===== config.mk =====
export PLATFORM = sky130hd
export DESIGN_NAME = fastsync_osc
export DESIGN_NICKNAME = d
export VERILOG_FILES = /design/src/rtl/fastsync_osc.sv
export SDC_FILE = /design/constraint.sdc
export NUM_CORES = 1
export LEC_CHECK = 0
export ABC_AREA = 1
export BUFFER_PORTS_ARGS = -buffer_cell sky130_fd_sc_hd__buf_2
export CAP_MARGIN = 40
export CORE_MARGIN = 5
export CORE_UTILIZATION = 53
export CTS_CLUSTER_DIAMETER = 100
export DETAILED_ROUTE_END_ITERATION = 16
export GPL_ROUTABILITY_DRIVEN = 0
export PLACE_DENSITY = 0.76
export SYNTH_ARGS = -nofsm -noshare
export SYNTH_HDL_FRONTEND = slang
export SYNTH_SLANG_ARGS = --single-unit

===== constraint.sdc =====
create_clock -name clk -period 2.3 [get_ports clk]
set_input_delay 0.23 -clock clk [delete_from_list [all_inputs] [get_ports clk]]
set_output_delay 0.23 -clock clk [all_outputs]
set_load 0.1 [all_outputs]

===== src/rtl/fastsync_osc.sv =====
module fastsync_osc #(
  parameter int CNT_W   = 16,
  parameter int PULSE_W = 3
) (
  input  logic             clk,
  input  logic             rst_n,
  input  logic [CNT_W-1:0] period_i,
  input  logic             sync_line_i,
  output logic             sync_drive_o,
  output logic             sync_pulse_o,
  output logic             cycle_start_o
);

  localparam int MIN_PER  = PULSE_W + 4;
  localparam int MASK_LEN = PULSE_W + 3;
  localparam int PW_W     = $clog2(MASK_LEN + 1);

  logic [CNT_W-1:0] cnt;
  logic [CNT_W-1:0] eff_per;
  logic [2:0]       line_q;
  logic [PW_W-1:0]  drv_cnt;
  logic [PW_W-1:0]  mask_cnt;
  logic             start_q;

  assign eff_per = (period_i < CNT_W'(MIN_PER)) ? CNT_W'(MIN_PER) : period_i;

  wire term_hit = (cnt >= eff_per - CNT_W'(1));
  wire line_rise = line_q[1] & ~line_q[2];
  wire masked = (mask_cnt != '0);
  wire foreign = line_rise & ~masked;

  always_ff @(posedge clk) begin
    if (!rst_n) begin
      cnt      <= '0;
      line_q   <= '0;
      drv_cnt  <= '0;
      mask_cnt <= '0;
      start_q  <= 1'b0;
    end else begin
      line_q <= {line_q[1:0], sync_line_i};
      if (term_hit) begin
        cnt      <= '0;
        start_q  <= 1'b1;
        drv_cnt  <= PW_W'(PULSE_W);
        mask_cnt <= PW_W'(MASK_LEN);
      end else begin
        cnt      <= foreign ? '0 : cnt + CNT_W'(1);
        start_q  <= foreign;
        drv_cnt  <= (drv_cnt != '0) ? drv_cnt - PW_W'(1) : '0;
        mask_cnt <= masked ? mask_cnt - PW_W'(1) : '0;
      end
    end
  end

  assign sync_drive_o  = (drv_cnt != '0);
  assign sync_pulse_o  = (drv_cnt != '0);
  assign cycle_start_o = start_q;

  a_r5_strobe_single: assert property (@(posedge clk) disable iff (!rst_n)
    start_q |=> !start_q);

  a_r6_drive_with_strobe: assert property (@(posedge clk) disable iff (!rst_n)
    $rose(sync_drive_o) |-> start_q);

  a_r7_drive_masked: assert property (@(posedge clk) disable iff (!rst_n)
    sync_drive_o |-> masked);

  a_r6_pulse_narrow: assert property (@(posedge clk) disable iff (!rst_n)
    $fell(sync_drive_o) |-> !start_q);

  a_r9_count_bound: assert property (@(posedge clk) disable iff (!rst_n)
    start_q |-> cnt == '0);

endmodule


-- After elaboration in Yosys (flattened, before gate mapping)
Cells that the tools add are included.
- flip-flop bits (word level): 26
- word-level logic and storage cells: 30
- order comparisons: 2
- mux-type cells: 6
- reductions and logical operators: 5
- bitwise gates (word level): 6
- add/sub/neg operators: 4
- operators with widths (cell ; count):
    adder 16 x 1 -> 16 bit, second input constant ; 1
    greater-or-equal comparator 16 bit ; 1
    less-than comparator 16 x 3 -> 1 bit, second input constant ; 1
    two-way mux 16 bit ; 1
    subtractor 16 x 1 -> 16 bit, second input constant ; 1
    OR reduction 3 bit ; 3
    two-way mux 3 bit ; 2
    nonzero test 3 bit ; 2
    subtractor 3 x 1 -> 3 bit, second input constant ; 2
    two-way mux 2 bit ; 2
    NOT 1 bit ; 4
    bitwise AND 1 bit ; 2
    two-way mux 1 bit ; 1

-- Logic depth before layout (Yosys ltp)
Gate-level depths: netlist of run 1.
- depth in word-level cells: 5
- gate-level depth with buffers: 20
- mapped depth without buffers: 20

-- Worst setup path before layout of run 1
OpenSTA, ideal clock, no wires.
- path kind: input -> register
- start: in period_i[5]
- end: reg cnt[15]
- cell stages on the path: 18
- arrival time: 2384 ps
- library setup time: 121 ps
- slack: -204 ps
- path through: nor2_1 nand2_1 nor2_4 nand2_4 nand2_1 inv_1 ha_1 nand4_4 nor2_1 nand3_1 nand2_1 ha_1 nand4_1 a21oi_1 nor2_4 nand3b_4 buf_8 nor2_4
- word-level cells in the longest chain between the ends: 5
- RTL lines (element ; line ; text):
    from (decl) ; 7 ; input logic [CNT_W-1:0] period_i,
    less-than comparator 16 x 3 -> 1 bit ; 25 ; assign eff_per = (period_i < CNT_W'(MIN_PER)) ? CNT_W'(MIN_PER) : period_i;
    two-way mux 16 bit (*) ; 25 ;
    subtractor 16 x 1 -> 16 bit (*) ; 27 ; wire term_hit = (cnt >= eff_per - CNT_W'(1));
    greater-or-equal comparator 16 bit (*) ; 27 ;
    OR reduction 3 bit (no source line) (*) ; -- ;
    to (signal assigned) ; 47 ; cnt <= foreign ? '0 : cnt + CNT_W'(1);
    to (decl) ; 18 ; logic [CNT_W-1:0] cnt;
Every way passes the cells marked *; elsewhere a longest branch is shown, timed or not.
A chain may end at the register's enable or synchronous reset.

-- Worst setup path in the final report of run 1
- start: in period_i[6]
- end: reg cnt[5]
The elaborated chain is that of the path after synthesis.

==> results of run 1 <==
[path summary, 6_finish.rpt]
check | from | to | slack [ns]
worst min-delay path | sync_line_i | line_q[0] | 0.14
worst min register to register | line_q[0] | line_q[1] | 0.42
worst max-delay path | period_i[6] | cnt[5] | 0.05
worst max register to register | cnt[5] | cnt[5] | 0.49
[layer usage]
layer | share of wire (%) | up-vias | global-route usage (%)
met3 | 4.2 | 5 | 2.62
met5 | 0 | - | 0
met4 | 1.4 | 0 | 5.74
li1 | - | 1009 | -
met2 | 47 | 32 | 30.4
met1 | 47 | 859 | 24.6
[layout make-up]
cell class	instances	share of cell area, %
multi-input combinational	209	54.4
timing repair buffer	57	16.1
sequential	26	18.7
tap	48	2.16
inverter	44	6.03
clock inverter	1	1.08
clock buffer	3	1.49
[repair_timing]
item	CTS	global route
gates cloned	0	1
buffers inserted	0	4
resized for setup	1	33
pin swaps	1	25
setup endpoints to repair	1	23
[cell usage in the layout (no fill, tap or decap), drive strengths merged]
| master | count |
|---|---|
| a21oi | 10 |
| o21ai | 4 |
| xnor2 | 7 |
| inv | 44 |
| o21bai | 5 |
| a21o | 1 |
| bufinv | 1 |
| buf | 56 |
| nand3 | 19 |
| clkbuf | 4 |
| nor2 | 51 |
| xor2 | 12 |
| or2 | 1 |
| ha | 21 |
| nand3b | 2 |
| nor4 | 2 |
| nand4 | 10 |
| nand2 | 58 |
| nor3 | 6 |
| dfxtp | 26 |
[cell families (layout without fill, tap and decap cells)]
kind of cell             Yosys count  count (layout)  synth area share [%]
flip-flops                        26              26                  24.8
AND/OR/NAND/NOR                  149             149                  39.5
buffers and inverters             47             105                  9.12
AO/OA/AOI/OAI                     20              20                  6.20
XOR/XNOR                          19              19                  7.93
adder cells (fa/ha/maj)           21              21                  12.5
[per-stage QoR]
| stage | worst slack [ns] | instances | TNS (ns) | util [%] | instance area (sq um) |
|---|---|---|---|---|---|
| after floorplan | -0.0596 | 282 | -0.594 | - | 2140 |
| after global placement | -0.229 | 379 | -4.59 | 67.5 | 2530 |
| after detailed placement | -0.295 | 379 | -6.03 | 67.5 | 2530 |
| after CTS | 0.00614 | 383 | 0 | 69.6 | 2600 |
| after global routing | -0.0449 | 388 | -0.407 | 74.2 | 2780 |
| final | 0.0535 | 388 | 0 | 74.2 | 2780 |
[registers in the layout, summed over array words and instances, names as in the netlist]
signal	count
line_q	3
drv_cnt	3
mask_cnt	3
cnt	16
cycle_start_o	1
[tightest hold or removal path: stages]
cell and delay (ns):
buf_2 0.07, nand2_1 0.05, inv_1 0.04
[power breakdown]
| part | leakage (nW) | internal (mW) | switching (mW) |
|---|---|---|---|
| sequential | 0.211 | 0.479 | 0.0204 |
| clock | 0.0357 | 0.233 | 0.139 |
| combinational | 1.10 | 0.191 | 0.478 |
| total | 1.35 | 0.903 | 0.637 |
==> results.md, run 1 <==
- Most frequently used cell type in the post-synthesis netlist: nand2_1
- Wire length of the first global-routing pass: 7.75 mm
- TritonCTS clock tree: built
- Die height: 72.9 um
- Area Growth Syn to Fin: 32.4%
- Primary flip-flop cell chosen by synthesis mapping: dfxtp_1
- CP Class: in2reg
- Post-detailed-placement half-perimeter wirelength: 3.73 mm
- Number of hold violations in the final report: 0
- Fin nets: 381
- Max-cap viol count: 0
- Fraction of registers with async set/reset: 0%
- Cell type with the largest total area after synthesis: dfxtp_1
- CTS buffer count: 3
- Crit path depth: 20
- Count of mapped cells out of synthesis: 282
- Dominant cells by area after synthesis: dfxtp_1 25%, ha_1 13%, nand2_1 9.8%
- Data required time of the critical path: 2.51 ns
- Type of element capturing the critical path: register
- Die width: 72.9 um
- Count of antenna-violating nets left after detailed routing: 0
- Depth of the worst register-to-register path: 9
- Area of the mapped netlist: 2100 sq um
- Yosys reg bits: 26
- Seq. cell area: 520 sq um
- Detailed Route WL: 4.65 mm
- Core footprint: 3740 sq um
- Placement row count: 22
- Initial antenna violation count: 0
- Post-Synthesis Net Count: 322
- # DRC: 0
- Via Count: 1905
- Mean instance size in the synthesized netlist: 7.45 sq um
- Clock transition time at the flip-flop clock pins of the worst setup and hold paths: 0.09 ns
- Post-detailed-route wirelength per cell: 12.0 um
- Leakage power figure: 1.35 nW
- Number of buffers and inverters on the critical path: 4
- Critical Path, Cell by Cell: buf_2 -> nor2_4 -> nand2_2 -> nor2_4 -> nand2_4 -> nand2_2 -> inv_2 -> ha_4 -> nand4_4 -> xnor2_1 -> inv_1 -> ha_1 -> a21oi_2 -> nor2_1 -> nor3_1 -> nand2_1 -> nand2_2 -> nand3b_4 -> clkbuf_16 -> nor2_4
- Result of the run: complete, no violations
- Filler cells: 300
- Worst-path cell with the longest stage delay: ha_1
- Total power draw: 1.54 mW
- Relative slew slack: 67.5%
- # diodes: 0
- Area occupied by multi-input gates: 1510 sq um
- Fin crit share: 97.7%
- Number of top-level pins: 22
- Number of flops mapped to enable cells by yosys: 0
- # port buffers: 21
- Total routing usage reported by global routing: 18.4%
- Hold path cells: 3
- Critical Path Fanout Max: 6
- IR Drop Worst-Case VDD: 0.606 mV
- Type of element launching the critical path: input pin
- Detailed Route Iter0 Violations: 88
- Total setup violations reported at the end of the flow: 0
- Number of distinct library cells after synthesis: 35
- Maximum count of clock buffers along a single path: 2
- Kind of cell with the highest combined delay on the critical path: simple AND/OR/NAND/NOR gates
- Clock sink total: 26
- Maximum number of pins on one net before global-route repair: 16
- Per-cell via count in the routed design: 4.91
- DIE AREA: 5320 sq um
- Clk Tree Root Cell: clkbuf_8
- Worst EP arrival: 2.46 ns
- Power per standard cell area: 554 nW/um^2
- Length of the first detailed-routing pass in iterations: 4
- Deepest level of the CTS H-tree: 1
- Post-layout minimum cycle time: 2.25 ns
- Layout cells sized above 1: 35.0%
- Yosys top cell area share: 24.8%
- CP max stage delay: 0.19 ns
- Number of slew-limit violations in the final report: 0
- Setup repair after global routing missed its margin: yes
- Fmax: 445 MHz
- Class of the tightest hold or removal check: in2reg
- Worst-skew pair later-pin latency: 0.27 ns
- Slew @ Worst Pin: 0.491 ns
- Ranking of synthesized cells by instance count: 55 x nand2_1, 43 x inv_1, 34 x nor2_1
- Worst clock skew: 0.00825 ns
- Fraction of the yosys area taken by sequential cells: 24.8%
- Number of buffers added to fix hold violations after cts: 0
- Via count of the first global-routing pass: 1831
- Starting density of the core: 56.1%
- Yosys synthesis warning count: 0
- Sum of overflow across all layers after global routing: 0
- Hold slack final: 0.144 ns
Power figures use the tool's default switching activity.
==> inputs of run 2 (changes only) <==
Settings changed: ABC_AREA 1 to unset, CORE_UTILIZATION 53 to 52.
==> results.md, run 2 <==
- # diodes: 0 (unchanged)
- TritonCTS clock tree: built (unchanged)
- Yosys reg bits: 26 (unchanged)
- Clock transition time at the flip-flop clock pins of the worst setup and hold paths: 0.13 ns (was 0.09 ns)
- Setup repair after global routing missed its margin: yes (unchanged)
- Type of element launching the critical path: input pin (unchanged)
- Worst clock skew: 0.0213 ns (was 0.00825 ns)
- Depth of the worst register-to-register path: 10 (was 9)
- Largest register by flop count: cnt (unchanged)
- Total setup violations reported at the end of the flow: 23 (was 0)
- Ranking of synthesized cells by instance count: 28 x nor3_1, 26 x dfxtp_1, 21 x ha_1 (was 55 x nand2_1, 43 x inv_1, 34 x nor2_1)
- Number of distinct library cells after synthesis: 33 (was 35)
- Die width: 67.9 um (was 72.9 um)
- Fraction of the yosys area taken by sequential cells: 29.9% (was 24.8%)
- Fmax: 338 MHz (was 445 MHz)
- Via count of the first global-routing pass: 1794 (was 1831)
- Most common cell type on the critical path: buf_4
- Maximum count of clock buffers along a single path: 2 (unchanged)
- CTS buffer count: 3 (unchanged)
- Reg-to-Reg End: cnt[4] (was cnt[5])
- Number of hold violations in the final report: 0 (unchanged)
- # DRC: 0 (unchanged)
- Detailed Route WL: 4.60 mm (was 4.65 mm)
- Length of the first detailed-routing pass in iterations: 4 (unchanged)
- Wire length of the first global-routing pass: 7.62 mm (was 7.75 mm)
- Finished Layout Cells: 314 (was 388)
- Violations in the final reports: setup timing
- Endpoint of the worst hold-timing path: line_q[0] (unchanged)
- Worst Min Path Start: sync_line_i (unchanged)
- CP max stage delay: 0.53 ns (was 0.19 ns)
- Post-Synthesis Net Count: 245 (was 322)
- IR Drop Worst-Case VDD: 0.586 mV (was 0.606 mV)
- Count of mapped cells out of synthesis: 205 (was 282)
- Placement row count: 21 (was 22)
- Filler cells: 226 (was 300)
- DIE AREA: 4600 sq um (was 5320 sq um)
- Critical Path Fanout Max: 7 (was 6)
- Data required time of the critical path: 2.56 ns (was 2.51 ns)
- Fraction of registers with async set/reset: 0% (unchanged)
- Number of buffers and inverters on the critical path: 5 (was 4)
- Leakage power figure: 1.05 nW (was 1.35 nW)
- Die height: 67.9 um (was 72.9 um)
- Most used cells in the layout excluding fill and tap cells: 37 x buf_4, 26 x dfxtp_1, 20 x ha_1, 20 x buf_2, 15 x nand2_1 (was 50 x nand2_1, 41 x inv_1, 33 x buf_4)
- Per-cell via count in the routed design: 5.51 (was 4.91)
- Largest register FFs: 16 (unchanged)
- Count of antenna-violating nets left after detailed routing: 0 (unchanged)
- Layout cells sized above 1: 38.4% (was 35.0%)
- Number of buffers added to fix hold violations after cts: 0 (unchanged)
- Clock sink total: 26 (unchanged)
- Cell type with the largest total area after synthesis: dfxtp_1 (unchanged)
- Detailed Route Iter0 Violations: 69 (was 88)
- Area Growth Syn to Fin: 43.1% (was 32.4%)
- Type of element capturing the critical path: register (unchanged)
- Dominant cells by area after synthesis: dfxtp_1 30%, ha_1 15%, nor3_1 8.1% (was dfxtp_1 25%, ha_1 13%, nand2_1 9.8%)
- Slew @ Worst Pin: 0.502 ns (was 0.491 ns)
- Max-cap viol count: 0 (unchanged)
- Placed instance count: 302 (was 379)
- Yosys synthesis warning count: 0 (unchanged)
- Most frequently used cell type in the post-synthesis netlist: nor3_1 (was nand2_1)
- Worst reg2reg startpoint: cnt[0] (was cnt[5])
- Yosys top cell area share: 29.9% (was 24.8%)
- Grt met3 use: 2.13% (was 2.62%)
- Clk Tree Root Cell: clkbuf_4 (was clkbuf_8)
- Relative slew slack: 66.7% (was 67.5%)
- Area after DPL: 2220 sq um (was 2530 sq um)
- Maximum number of pins on one net before global-route repair: 17 (was 16)
- Via Count: 1730 (was 1905)
- Result of the run: complete, but fails checks (was complete, no violations)
- PnR worst setup slack: -0.662 ns (was 0.0535 ns)
- Leading cell type in the layout, fill and taps excluded: buf_4 (was nand2_1)
- Register-to-Register Setup Slack: 0.14 ns (was 0.49 ns)
- Post-detailed-placement half-perimeter wirelength: 3.08 mm (was 3.73 mm)
- Hold path cells: 2 (was 3)
- Area of the mapped netlist: 1740 sq um (was 2100 sq um)
- Top Usage Layer GRT: met2 (unchanged)
- CP Class: in2reg (unchanged)
- Worst EP arrival: 3.23 ns (was 2.46 ns)
- Fin nets: 309 (was 381)
- Power per standard cell area: 586 nW/um^2 (was 554 nW/um^2)
- Number of top-level pins: 22 (unchanged)
- # port buffers: 21 (unchanged)
- Starting density of the core: 53.0% (was 56.1%)
- Core footprint: 3280 sq um (was 3740 sq um)
- Mean instance size in the synthesized netlist: 8.49 sq um (was 7.45 sq um)
- Primary flip-flop cell chosen by synthesis mapping: dfxtp_1 (unchanged)
- Worst-path cell with the longest stage delay: or4_4 (was ha_1)
- Class of the tightest hold or removal check: in2reg (unchanged)
- Met2 capacity usage during global routing: 41.1% (was 30.4%)
- Initial antenna violation count: 0 (unchanged)
- Kind of cell with the highest combined delay on the critical path: simple AND/OR/NAND/NOR gates (unchanged)
- Fin crit share: 129% (was 97.7%)
- Total routing usage reported by global routing: 21.4% (was 18.4%)
- Number of flops mapped to enable cells by yosys: 0 (unchanged)
- Critical Path, Cell by Cell: buf_2 -> or4_4 -> nor3_4 -> and3_4 -> nor2_2 -> ha_4 -> buf_4 -> xor2_1 -> ha_1 -> a2111oi_0 -> buf_4 -> nand3b_1 -> nand3_2 -> buf_12 -> buf_8 -> nor3_2 (was buf_2 -> nor2_4 -> nand2_2 -> nor2_4 -> nand2_4 -> nand2_2 -> inv_2 -> ha_4 -> nand4_4 -> xnor2_1 -> inv_1 -> ha_1 -> a21oi_2 -> nor2_1 -> nor3_1 -> nand2_1 -> nand2_2 -> nand3b_4 -> clkbuf_16 -> nor2_4)
- Post-detailed-route wirelength per cell: 14.7 um (was 12.0 um)
- Post-layout minimum cycle time: 2.96 ns (was 2.25 ns)
- Deepest level of the CTS H-tree: 1 (unchanged)
- Sum of overflow across all layers after global routing: 0 (unchanged)
- Post-route design area: 2490 sq um (was 2780 sq um)
- Worst-skew pair later-pin latency: 0.35 ns (was 0.27 ns)
- Number of slew-limit violations in the final report: 0 (unchanged)
- GR Layer Usage met1: 24.4% (was 24.6%)
## run 2: cell count changes after synthesis, sizes merged, moves of 7 or more
cell   delta
nand2    -43
inv      -37
nor2     -35
nor3     +24
nand3    -11
nand4     -7
## run 2: layout make-up
class	count	area (sq um)	share of cell area, %
tap	46	57.6	2.31
inverter	7	26.3	1.06
multi-input combinational	166	1330	53.3
clock buffer	3	22.5	0.905
clock inverter	1	30.0	1.21
sequential	26	520	20.9
timing repair buffer	65	505	20.3
## run 2: cells by family (layout without fill, tap and decap cells)
family | after synthesis | count (layout) | share of synthesized area (%)
simple gates | 99 | 99 | 31.8
fa+ha+maj | 21 | 21 | 15.1
compound gates | 24 | 24 | 8.77
xor+xnor | 22 | 22 | 11.1
flops | 26 | 26 | 29.9
buf+inv | 13 | 76 | 3.31
## run 2: timing repair
action                                  4_1_cts  5_1_grt
buffers inserted                              5        2
gates cloned                                  1        0
endpoints found under the hold margin         0        0
pin swaps                                    10        0
gates resized for setup                      23        6
endpoints found under the setup margin       23       23
## run 2: report_power, final
part	switching (mW)	leakage (nW)	internal [mW]	total, mW
clock network	0.146	0.0279	0.177	0.322
registers	0.0176	0.211	0.480	0.498
logic	0.467	0.816	0.172	0.639
total	0.631	1.05	0.828	1.46
## run 2: worst max path at each step
stage / start / endpoint / depth (start not counted)
3_5_place_dp: period_i[14] / cnt[1] / 19
6_report: period_i[13] / cnt[4] / 16
3_3_place_gp: period_i[14] / drv_cnt[2] / 17
2_1_floorplan: period_i[14] / drv_cnt[1] / 17
4_1_cts: period_i[14] / drv_cnt[1] / 18
5_1_grt: period_i[13] / cycle_start_o / 18
## run 2: worst register-to-register path, cell delays in order, from the launching register on
cell	delay [ns]
dfxtp_1	0.37
inv_1	0.06
ha_1	0.27
nand2b_1	0.13
a2111oi_0	0.41
buf_4	0.18
nand3b_1	0.11
nand3_2	0.12
buf_12	0.18
buf_8	0.13
nor3_2	0.15
## run 2: through the flow
| stage | total power, mW | setup WS, ns | hold WS, ns | TNS, ns | util, % |
|---|---|---|---|---|---|
| after floorplan | 0.965 | -0.835 | 0.357 | -17.89 | - |
| after global placement | 1.07 | -1.06 | 0.429 | -22.26 | 67.5 |
| after detailed placement | 1.08 | -1.12 | 0.432 | -23.75 | 67.5 |
| after CTS | 1.43 | -0.625 | 0.103 | -13.74 | 74.2 |
| after global routing | 1.52 | -0.771 | 0.111 | -17.05 | 75.8 |
| final | 1.46 | -0.662 | 0.106 | -14.27 | 75.8 |
## run 2: layer usage
metal | vias up | part of all wire, %
li1 | 862 | -
met1 | 826 | 42
met2 | 34 | 52
met3 | 8 | 3.7
met4 | 0 | 1.8
met5 | - | 0
==> inputs of run 3 (changes only) <==
Settings changed: CELL_PAD_IN_SITES_DETAIL_PLACEMENT set to 1, CELL_PAD_IN_SITES_GLOBAL_PLACEMENT set to 1, CORE_UTILIZATION 52 to 39, PLACE_DENSITY 0.76 to unset, PLACE_DENSITY_LB_ADDON set to 0.1.
==> results.md, run 3 (synthesis gave the netlist of run 2 again) <==
- Depth of the worst register-to-register path: 10 (unchanged)
- Starting density of the core: 40.0% (was 53.0%)
- Total power draw: 1.36 mW (was 1.46 mW)
- # port buffers: 21 (unchanged)
- Largest register by flop count: cnt (unchanged)
- CTS buffer count: 3 (unchanged)
- Length of the first detailed-routing pass in iterations: 4 (unchanged)
- Fin crit share: 136% (was 129%)
- PnR worst setup slack: -0.820 ns (was -0.662 ns)
- Die width: 76.8 um (was 67.9 um)
- Violations in the final reports: setup timing (unchanged)
- Class of the tightest hold or removal check: in2reg (unchanged)
- Worst-skew pair later-pin latency: 0.28 ns (was 0.35 ns)
- Wire length of the first global-routing pass: 8.87 mm (was 7.62 mm)
- Number of top-level pins: 22 (unchanged)
- Max-cap viol count: 0 (unchanged)
- Filler cells: 531 (was 226)
- Maximum number of pins on one net before global-route repair: 17 (unchanged)
- # DRC: 0 (unchanged)
- DIE AREA: 5900 sq um (was 4600 sq um)
- Worst clock skew: 0.0139 ns (was 0.0213 ns)
- Clock sink total: 26 (unchanged)
- Clock transition time at the flip-flop clock pins of the worst setup and hold paths: 0.09 ns (was 0.13 ns)
- Result of the run: complete, but fails checks (unchanged)
- Post-layout minimum cycle time: 3.12 ns (was 2.96 ns)
- Post-detailed-route wirelength per cell: 16.9 um (was 14.7 um)
- Count of antenna-violating nets left after detailed routing: 0 (unchanged)
- Final sum of negative setup slack: -18.15 ns (was -14.27 ns)
- Per-cell via count in the routed design: 5.34 (was 5.51)
- # diodes: 0 (unchanged)
- Leading cell type in the layout, fill and taps excluded: buf_4 (unchanged)
- Maximum count of clock buffers along a single path: 2 (unchanged)
- Power per standard cell area: 561 nW/um^2 (was 586 nW/um^2)
- Slew @ Worst Pin: 0.498 ns (was 0.502 ns)
- Worst EP arrival: 3.33 ns (was 3.23 ns)
- Die height: 76.8 um (was 67.9 um)
- Relative slew slack: 67.0% (was 66.7%)
- Core footprint: 4350 sq um (was 3280 sq um)
- Deepest level of the CTS H-tree: 1 (unchanged)
- Largest register FFs: 16 (unchanged)
- Place WS: -1.30 ns (was -1.12 ns)
- Number of buffers added to fix hold violations after cts: 0 (unchanged)
- Total routing usage reported by global routing: 18.1% (was 21.4%)
- Detailed Route WL: 5.31 mm (was 4.60 mm)
- Critical Path Fanout Max: 5 (was 7)
- Clk Tree Root Cell: clkbuf_8 (was clkbuf_4)
- Placement row count: 24 (was 21)
- Via count of the first global-routing pass: 1913 (was 1794)
- Data required time of the critical path: 2.51 ns (was 2.56 ns)
- Type of element launching the critical path: input pin (unchanged)
- Leakage power figure: 1.03 nW (was 1.05 nW)
- Number of hold violations in the final report: 0 (unchanged)
- Fmax: 321 MHz (was 338 MHz)
- Number of slew-limit violations in the final report: 0 (unchanged)
- Layout cells sized above 1: 36.3% (was 38.4%)
- Initial antenna violation count: 0 (unchanged)
- Post-detailed-placement half-perimeter wirelength: 3.90 mm (was 3.08 mm)
- Total setup violations reported at the end of the flow: 23 (unchanged)
- Via Count: 1678 (was 1730)
- Setup repair after global routing missed its margin: yes (unchanged)
- Sum of overflow across all layers after global routing: 0 (unchanged)
- Detailed Route Iter0 Violations: 57 (was 69)
- TritonCTS clock tree: built (unchanged)
- Fin nets: 304 (was 309)
- Most used cells in the layout excluding fill and tap cells: 34 x buf_4, 26 x dfxtp_1, 20 x ha_1 (was 37 x buf_4, 26 x dfxtp_1, 20 x ha_1, 20 x buf_2, 15 x nand2_1)
- Type of element capturing the critical path: register (unchanged)
- IR Drop Worst-Case VDD: 0.477 mV (was 0.586 mV)
- Area Growth Syn to Fin: 39.6% (was 43.1%)
- CP Class: in2reg (unchanged)
- Hold path cells: 2 (unchanged)
-- run 3: what timing repair did --
action / CTS / global route
gates cloned: 2 / 0
pin swaps: 4 / 7
endpoints found under the hold margin: 0 / 0
endpoints found under the setup margin: 23 / 23
gates resized for setup: 18 / 6
setup buffers: 4 / 2
-- run 3: path summary, 6_finish.rpt --
kind	startpoint	endpoint	slack [ns]
worst min-delay path	sync_line_i	line_q[0]	0.17
worst min register to register	line_q[0]	line_q[1]	0.44
worst max register to register	cnt[0]	cnt[12]	0.09
worst max-delay path	period_i[14]	cnt[12]	-0.82
-- run 3: layout make-up --
type / count / area [sq um] / share of cell area [%]
Multi-Input combinational cell: 166 / 1300 / 53.4
Sequential cell: 26 / 520 / 21.4
Timing Repair Buffer: 60 / 479 / 19.7
Tap cell: 52 / 65.1 / 2.68
Clock buffer: 3 / 41.3 / 1.70
Inverter: 7 / 26.3 / 1.08
-- run 3: report_power, final --
group	switching [mW]	leakage [nW]	internal, mW
Clock	0.139	0.0216	0.117
Combinational	0.447	0.800	0.161
Sequential	0.0186	0.211	0.479
Total	0.605	1.03	0.758
-- run 3: routing by layer --
| layer | track usage (%) | part of all wire, % |
|---|---|---|
| met5 | 0 | 0 |
| met4 | 4.55 | 1.2 |
| met3 | 2.11 | 1.2 |
| met2 | 33.5 | 52 |
| met1 | 21.8 | 45 |
-- run 3: worst max-delay path, stage by stage --
cell and delay (ns):
buf_6 0.09, or4_4 0.55, nor3_4 0.14, and3_4 0.24, nor2_2 0.04, ha_2 0.20
nand2b_4 0.10, or4_4 0.14, nor2_4 0.04, xnor2_2 0.12, ha_1 0.31, nand4_1 0.15
nor3_2 0.08, nor4_2 0.28, nand3_2 0.16, buf_6 0.17, buf_16 0.13, nor3_2 0.15
-- run 3: stage by stage --
stage / instances / cell area (sq um) / utilization [%] / hold slack [ns]
global route: 314 / 2430 / 55.8 / 0.161
floorplan: 205 / 1810 / - / 0.357
global placement: 303 / 2190 / 50.2 / 0.414
detailed placement: 303 / 2190 / 50.2 / 0.428
finish: 314 / 2430 / 55.8 / 0.166
CTS: 312 / 2390 / 54.9 / 0.162
